**src/rtl/idec_pkg.sv**
```systemverilog
package idec_pkg;
    localparam int OP_W    = 4;
    localparam int ALUOP_W = 2;

    localparam logic [OP_W-1:0] OPC_LOAD  = 4'b0000;
    localparam logic [OP_W-1:0] OPC_STORE = 4'b0001;
    localparam logic [OP_W-1:0] OPC_ADD   = 4'b0010;
    localparam logic [OP_W-1:0] OPC_SUB   = 4'b0011;
    localparam logic [OP_W-1:0] OPC_AND   = 4'b0100;
    localparam logic [OP_W-1:0] OPC_OR    = 4'b0101;
    localparam logic [OP_W-1:0] OPC_BEQ   = 4'b0111;
    localparam logic [OP_W-1:0] OPC_JUMP  = 4'b1000;

    typedef enum logic [2:0] {
        CLS_NONE,
        CLS_ARITH,
        CLS_LOAD,
        CLS_STORE,
        CLS_BRANCH,
        CLS_JUMP
    } cls_e;

    typedef enum logic [ALUOP_W-1:0] {
        ALU_ADD = 2'b00,
        ALU_SUB = 2'b01,
        ALU_AND = 2'b10,
        ALU_OR  = 2'b11
    } alu_e;

    typedef struct packed {
        logic reg_we;
        logic dst_rt;
        logic src_imm;
        alu_e alu_op;
        logic mem_we;
        logic wb_mem;
        logic branch;
        logic jump;
    } ctrl_t;
endpackage

```
**src/rtl/idec_classify.sv**
```systemverilog
module idec_classify
    import idec_pkg::*;
(
    input  logic [OP_W-1:0] opcode,
    output cls_e            cls,
    output alu_e            arith_op
);
    always_comb begin
        unique case (opcode)
            OPC_LOAD:                       cls = CLS_LOAD;
            OPC_STORE:                      cls = CLS_STORE;
            OPC_ADD, OPC_SUB, OPC_AND, OPC_OR: cls = CLS_ARITH;
            OPC_BEQ:                        cls = CLS_BRANCH;
            OPC_JUMP:                       cls = CLS_JUMP;
            default:                        cls = CLS_NONE;
        endcase
    end

    // arithmetic opcodes are consecutive from OPC_ADD; offset gives the op
    always_comb begin
        arith_op = alu_e'(opcode[ALUOP_W-1:0] - OPC_ADD[ALUOP_W-1:0]);
    end
endmodule

```
**src/rtl/idec_ctrl.sv**
```systemverilog
module idec_ctrl
    import idec_pkg::*;
(
    input  cls_e  cls,
    input  alu_e  arith_op,
    output ctrl_t ctrl
);
    always_comb begin
        ctrl = '0;
        unique case (cls)
            CLS_ARITH: begin
                ctrl.reg_we = 1'b1;
                ctrl.alu_op = arith_op;
            end
            CLS_LOAD: begin
                ctrl.reg_we  = 1'b1;
                ctrl.dst_rt  = 1'b1;
                ctrl.src_imm = 1'b1;
                ctrl.alu_op  = ALU_ADD;
                ctrl.wb_mem  = 1'b1;
            end
            CLS_STORE: begin
                ctrl.mem_we  = 1'b1;
                ctrl.src_imm = 1'b1;
                ctrl.alu_op  = ALU_ADD;
            end
            CLS_BRANCH: begin
                ctrl.branch = 1'b1;
                ctrl.alu_op = ALU_SUB;
            end
            CLS_JUMP: begin
                ctrl.jump = 1'b1;
            end
            default: ctrl = '0;
        endcase
    end
endmodule

```
**src/rtl/instr_ctrl_decoder.sv**
```systemverilog
module instr_ctrl_decoder
    import idec_pkg::*;
(
    input  logic [3:0] opcode,
    output logic       reg_wr_en,
    output logic       dest_is_rt,
    output logic       opb_is_imm,
    output logic [1:0] alu_func,
    output logic       mem_wr_en,
    output logic       wb_from_mem,
    output logic       is_branch,
    output logic       is_jump
);
    cls_e  cls;
    alu_e  arith_op;
    ctrl_t ctrl;

    idec_classify u_classify (
        .opcode   (opcode),
        .cls      (cls),
        .arith_op (arith_op)
    );

    idec_ctrl u_ctrl (
        .cls      (cls),
        .arith_op (arith_op),
        .ctrl     (ctrl)
    );

    always_comb begin
        reg_wr_en   = ctrl.reg_we;
        dest_is_rt  = ctrl.dst_rt;
        opb_is_imm  = ctrl.src_imm;
        alu_func    = ctrl.alu_op;
        mem_wr_en   = ctrl.mem_we;
        wb_from_mem = ctrl.wb_mem;
        is_branch   = ctrl.branch;
        is_jump     = ctrl.jump;
    end

    // checks against the opcode port, across both decode stages
    always_comb begin
        assert_action_excl_R7: assert ($countones({reg_wr_en, mem_wr_en, is_branch, is_jump}) <= 1)
            else $error("R7: more than one action flag");
        assert_wb_mem_load_R8: assert (!wb_from_mem || (reg_wr_en && dest_is_rt))
            else $error("R8: memory write-back without Rt write");
        assert_imm_mem_only_R8: assert (!opb_is_imm || (opcode == OPC_LOAD) || (opcode == OPC_STORE))
            else $error("R8: immediate operand on non-memory opcode");
        assert_store_no_reg_R3: assert (!(opcode == OPC_STORE) || (mem_wr_en && !reg_wr_en))
            else $error("R3: store decode wrong");
        assert_jump_alone_R5: assert (!is_jump || (alu_func == 2'b00 && !opb_is_imm && !dest_is_rt && !wb_from_mem))
            else $error("R5: jump drives other controls");
        assert_branch_sub_R4: assert (!is_branch || (alu_func == 2'b01 && !opb_is_imm))
            else $error("R4: branch without register subtract");
        assert_undef_idle_R6: assert (!(opcode == 4'b0110 || opcode >= 4'b1001)
                                      || {reg_wr_en, dest_is_rt, opb_is_imm, alu_func,
                                          mem_wr_en, wb_from_mem, is_branch, is_jump} == '0)
            else $error("R6: undefined opcode not idle");
    end
endmodule

```
**config.mk**
```make
export PLATFORM = sky130hd
export DESIGN_NAME = instr_ctrl_decoder
export DESIGN_NICKNAME = d
export VERILOG_FILES = /design/src/rtl/idec_pkg.sv /design/src/rtl/idec_classify.sv /design/src/rtl/idec_ctrl.sv /design/src/rtl/instr_ctrl_decoder.sv
export SDC_FILE = /design/constraint.sdc
export NUM_CORES = 1
export LEC_CHECK = 0
export ABC_CLOCK_PERIOD_IN_PS = 1700
export BUFFER_PORTS_ARGS = -buffer_cell sky130_fd_sc_hd__buf_4
export CORE_AREA = 3 3 40 42
export DETAILED_ROUTE_END_ITERATION = 6
export DIE_AREA = 0 0 43 45
export GPL_TIMING_DRIVEN = 0
export PLACE_DENSITY_LB_ADDON = 0.1
export SETUP_SLACK_MARGIN = 0.1
export SLEW_MARGIN = 20
export SYNTH_ARGS = -nofsm -noshare
export SYNTH_HDL_FRONTEND = slang
export SYNTH_SLANG_ARGS = --single-unit
```
**constraint.sdc**
```tcl
create_clock -name vclk -period 1.7
set_input_delay 0.17 -clock vclk [all_inputs]
set_output_delay 0.17 -clock vclk [all_outputs]
set_load 0.01 [all_outputs]
```
Word-level counts from Yosys, hierarchy flattened:

Memories as Yosys holds them, arrays and structs flattened.
Index checks and enable logic that the tools add are counted.

* register bits after elaboration: 0
* ROM bits: 48
* input port bits: 4
* output and inout port bits: 9
* memories kept: 1

Memory list
* (name not given): depth 16, width 3, rd ports 1, clocked after memory_dff 0, wr ports 0, line idec_classify.sv:9 `unique case (opcode)`

* $add $sub $neg: 1
* equal/unequal tests: 5
* multiplexer cells: 7
* reductions and logical operators: 2

Operators by type and width (count)
* 3-bit by 2-bit equality test with 1-bit output, second input constant: 2
* 3-bit equality test, second input constant: 2
* 1-bit 2-to-1 mux: 6
* 2-bit one-hot mux with 2 select lines: 1
* 2-bit OR reduction: 2
* 3-bit by 1-bit equality test with 1-bit output, second input constant: 1
* 2-bit subtractor, second input constant: 1

Longest topological paths before layout:

Gate-level depths: netlist of run 1.
An unclocked memory read counts as a cell.

* depth in word-level cells: 4
* gate-level depth with buffers: 3

Modules after synthesis:

Synthesis of run 1 repeated with hierarchy kept, for this count alone.

* cell total of the unflattened synthesis: 21
* area, all modules: 166.4 um^2

By module, submodules not included
* idec_ctrl: times used 1, cells each 11, area an instance 96.3 um^2, sequential area each 0.0 um^2
* idec_classify: times used 1, cells each 10, area an instance 70.1 um^2, sequential area each 0.0 um^2

Worst setup path after synthesis of run 1:

OpenSTA, ideal clock, no wires.

* path kind: input-to-output
* start: input port opcode[1]
* end: output port wb_from_mem
* data arrival time: 0.883 ns
* setup slack: 0.647 ns
* cell stages on the path: 3
* cell sequence: buf_6 -> nor4_2 -> buf_4

* word-level cells in the longest chain between the ends: 3

RTL lines
* start, declared: line instr_ctrl_decoder.sv:4 `input logic [3:0] opcode,`
* memory 16 x 3 bit
* 3-bit by 2-bit equality test with 1-bit output
* 1-bit 2-to-1 mux
* end, declared: line instr_ctrl_decoder.sv:10 `output logic wb_from_mem,`

Every way passes these cells.

Final worst setup path of run 1:

* start: input port opcode[1]
* end: output port wb_from_mem

* word-level cells in the longest chain between the ends: 3

RTL lines
* memory 16 x 3 bit
* 3-bit by 2-bit equality test with 1-bit output: line idec_ctrl.sv:10 `unique case (cls)`
* 1-bit 2-to-1 mux: line idec_ctrl.sv:10

Every way passes these cells.

==> results_dict.tcl, run 1 <==
set metrics [dict create \
    grt_pass1_wl_um 510 \
    final_nets 32 \
    post_drt_wl_per_cell_um 8.927 \
    finalHoldViolCount 0 \
    ioPinCount 13 \
    drive_above_1_share_pct 73.08 \
    globalplace.congestion 0.5964 \
    grt_max_degree 10 \
    slew_headroom_pct 80.77 \
    status "complete, no violations" \
    leakage_nw 0.09616 \
    syn_inst 15 \
    synthDistinctLibCells 12 \
    antenna_left 0 \
    grt_pass1_vias 121 \
    post-route-min-period_ns 1.063 \
    cp_max_fo 9 \
    rows 13 \
    worst_slack_ns 0.6372 \
    n_sequential_cell 0 \
    required_ns 1.53 \
    hold_slack_ns 0.6233 \
    netlist_area_sq_um 122.6 \
    vias_per_cell 3.585 \
    track_usage_pct 3.234 \
    dieArea_sq_um 1935 \
    yosysTopAreaCellShare_pct 12.24 \
    finalMaxSlewViolations 0 \
    diodes 0 \
    cp_data_arrival_time_ns 0.89 \
    place_area_sq_um 224.0 \
    crit_type "input port to output port" \
    dp_slack_ns 0.6344 \
    grt_overflow_total 0 \
    vdd_drop_max_v 0.00003959 \
    grt_setup_unrepaired "false" \
    syn-num-nets 19 \
    die_h_um 45 \
    vias 147 \
    first_pass_iters 1 \
    hpwl_um 309.7 \
    antenna_found_initial 0 \
    cts-resized-gates 0 \
    die_w_um 43 \
    drt_wl_total_um 366 \
    design_area_sq_um 224.0 \
    cap_violations 0 \
    cts_setup_buffers 0 \
    portBuffers 11 \
    ys_warn_count 0 \
    drt_iter0_drc 0 \
    area_growth_pct 82.65 \
    endpoint_kind "output port" \
    final.setup.tns_ns 0 \
    p_per_area_nw_per_um2 204.0 \
    critPathLaunchType "input port" \
    postLayoutCoreUtil_pct 17.43 \
    synth_area_per_cell_sq_um 8.175 \
    netlist_top_cells_area "buf_4 (12%), nor4b_2 (12%), a211oi_2 (10%)" \
    worst_pin_slew_ns 0.2861 \
    core_sq_um 1285 \
    n_clock_buffer 0 \
    fmax_mhz 940.9 \
    synth_top_area_cell "buf_4" \
    setup_violations 0 \
    cts_hold_buf 0 \
    hp-class "input port to output port" \
    ys_seq_area_share_pct 0 \
    fin_crit_sh_pct 62.52 \
    regArea_sq_um 0 \
    drc 0 \
    start_util_pct 9.542 \
]
-- through the flow --
step	total power (W)	cells
4_1_cts	0.00004663	41
3_5_place_dp	0.00004648	41
6_report	0.00004570	41
2_1_floorplan	0.00002560	15
5_1_grt	0.00004946	41
3_3_place_gp	0.00004620	41
-- cell type report --
cell class / count / area [sq um]
Multi-Input combinational cell: 12 / 96.34
Fill cell: 143 / 1061
Tap cell: 15 / 18.77
Buffer: 3 / 26.28
Timing Repair Buffer: 11 / 82.58
-- final timing paths --
check | startpoint | end | slack (ns) | cells past startpoint
worst max-delay path | opcode[1] | wb_from_mem | 0.64 | 4
worst min-delay path | opcode[0] | is_jump | 0.62 | 3
-- cell usage in the layout (no fill, tap or decap) --
master	synthesis	final
nor3b_1	1	1
nor3b_2	1	1
nor3_1	1	1
a211oi_2	1	1
nor4_2	1	1
nand2_1	1	1
nand2b_1	1	1
nor2_1	3	3
nor3_2	1	1
buf_4	2	13
nor4b_2	1	1
buf_6	1	1
-- cell families after synthesis --
group                  count (synthesis)  share of synthesized area [%]
AND/OR/NAND/NOR                       11                          68.36
AO/OA/AOI/OAI                          1                          10.20
buffers and inverters                  3                          21.42
-- critical path, stage by stage --
cell and delay [ns]:
buf_6 0.12, nor4_2 0.33, buf_4 0.16, buf_4 0.11
-- synthesized netlist by cell type --
cell,number
nor3_2,1
nor3b_1,1
nand2b_1,1
nor3_1,1
nor4_2,1
a211oi_2,1
nand2_1,1
nor4b_2,1
buf_4,2
nor3b_2,1
buf_6,1
nor2_1,3
-- where the power goes --
| part | total (W) | switching [W] | internal (W) |
|---|---|---|---|
| clock network | 0 | 0 | 0 |
| logic | 0.0000457 | 0.0000222 | 0.0000235 |
| registers | 0 | 0 | 0 |
| total | 0.0000457 | 0.0000222 | 0.0000235 |
-- metal layers --
layer	share of wire, %	vias to the layer above	GRT usage (%)
met5	0	-	0
met4	0	0	0
met3	15	0	1.594
met2	43	9	5.988
met1	42	63	3.571
li1	-	75	-
Note: power is estimated with default switching activity, not from simulation.
==> inputs of run 2 (changes only) <==
ABC_CLOCK_PERIOD_IN_PS = 1040   (was 1700)
clock period = 1.04 ns   (was 1.7 ns; I/O delays follow)
==> results_dict.tcl, run 2 (synthesis results as in run 1) <==
set metrics [dict create \
    fmax_mhz 1164 \
    whs_path_depth 3 \
    antenna_left 0 \
    required_ns 0.94 \
    vias 152 \
    crit_type "input port to output port" \
    ioPinCount 13 \
    dieArea_sq_um 1935 \
    status "complete, no violations" \
    track_usage_pct 3.234 \
    drt_iter0_drc 0 \
    cap_violations 0 \
    hpwl_um 309.7 \
    cp_data_arrival_time_ns 0.76 \
    cp_max_fo 9 \
    n_sequential_cell 0 \
    drive_above_1_share_pct 73.08 \
    drt_wl_total_um 379 \
    cts_hold_buf 0 \
    critPathLaunchType "input port" \
    slew_headroom_pct 85.85 \
    rows 13 \
    worst_pin_slew_ns 0.2107 \
    post-route-min-period_ns 0.8594 \
    cts-resized-gates 0 \
    grt_overflow_total 0 \
    finalPower_w 0.00007876 \
    setup_violations 0 \
    portBuffers 11 \
    postLayoutCoreUtil_pct 18.11 \
    finalMaxSlewViolations 0 \
    final_nets 32 \
    area_growth_pct 89.80 \
    core_sq_um 1285 \
    instances_no_fill 41 \
    p_per_area_nw_per_um2 338.4 \
    endpoint_kind "output port" \
    finalHoldViolCount 0 \
    start_util_pct 9.542 \
    grt_pass1_vias 121 \
    leakage_nw 0.09771 \
    cts_setup_buffers 0 \
    post_drt_wl_per_cell_um 9.244 \
    hold_slack_ns 0.5035 \
    diodes 0 \
    regArea_sq_um 0 \
    grt_pass1_wl_um 510 \
    vias_per_cell 3.707 \
    hp-class "input port to output port" \
    drc 0 \
    n_clock_buffer 0 \
    grt_setup_unrepaired "false" \
    fin_crit_sh_pct 82.63 \
    final.setup.tns_ns 0 \
    die_w_um 43 \
    first_pass_iters 1 \
    place_inst 41 \
    antenna_found_initial 0 \
    die_h_um 45 \
    layout_commonest_cell "buf_4" \
    grt_max_degree 10 \
    final_cell_mix "buf_4 (13), nor2_1 (3)" \
    globalplace.congestion 0.5964 \
    vdd_drop_max_v 0.00006963 \
]
## run 2: cell counts in the layout (fill, tap and decap cells not counted)
No cell type changed its count.
## run 2: layout make-up
| class | instances | area (sq um) |
|---|---|---|
| Timing Repair Buffer | 11 | 82.58 |
| Fill cell | 144 | 1052 |
| Multi-Input combinational cell | 12 | 105.1 |
| Buffer | 3 | 26.28 |
| Tap cell | 15 | 18.77 |
## run 2: path summary, 6_finish.rpt
kind	from	endpoint	slack, ns
setup / recovery	opcode[1]	wb_from_mem	0.18
hold / removal	opcode[0]	dest_is_rt	0.50
## run 2: critical path, stage by stage
cell	delay, ns
buf_6	0.12
nor4_4	0.28
buf_4	0.14
buf_4	0.10
## run 2: where the power goes
group          switching [W]  internal [W]
sequential                 0             0
clock                      0             0
combinational      0.0000394     0.0000394
## run 2: stage by stage
step | cell area (sq um) | worst slack [ns]
floorplan | 122.6 | 0.1191
global placement | 224.0 | 0.1449
detailed placement | 224.0 | 0.1064
CTS | 224.0 | 0.1058
global route | 232.7 | 0.1007
finish | 232.7 | 0.1806
## run 2: layer usage
layer,track usage [%],vias up,part of all wire [%]
li1,-,75,-
met1,3.571,68,39
met2,5.988,9,46
met3,1.594,0,15
met4,0,0,0
met5,0,-,0
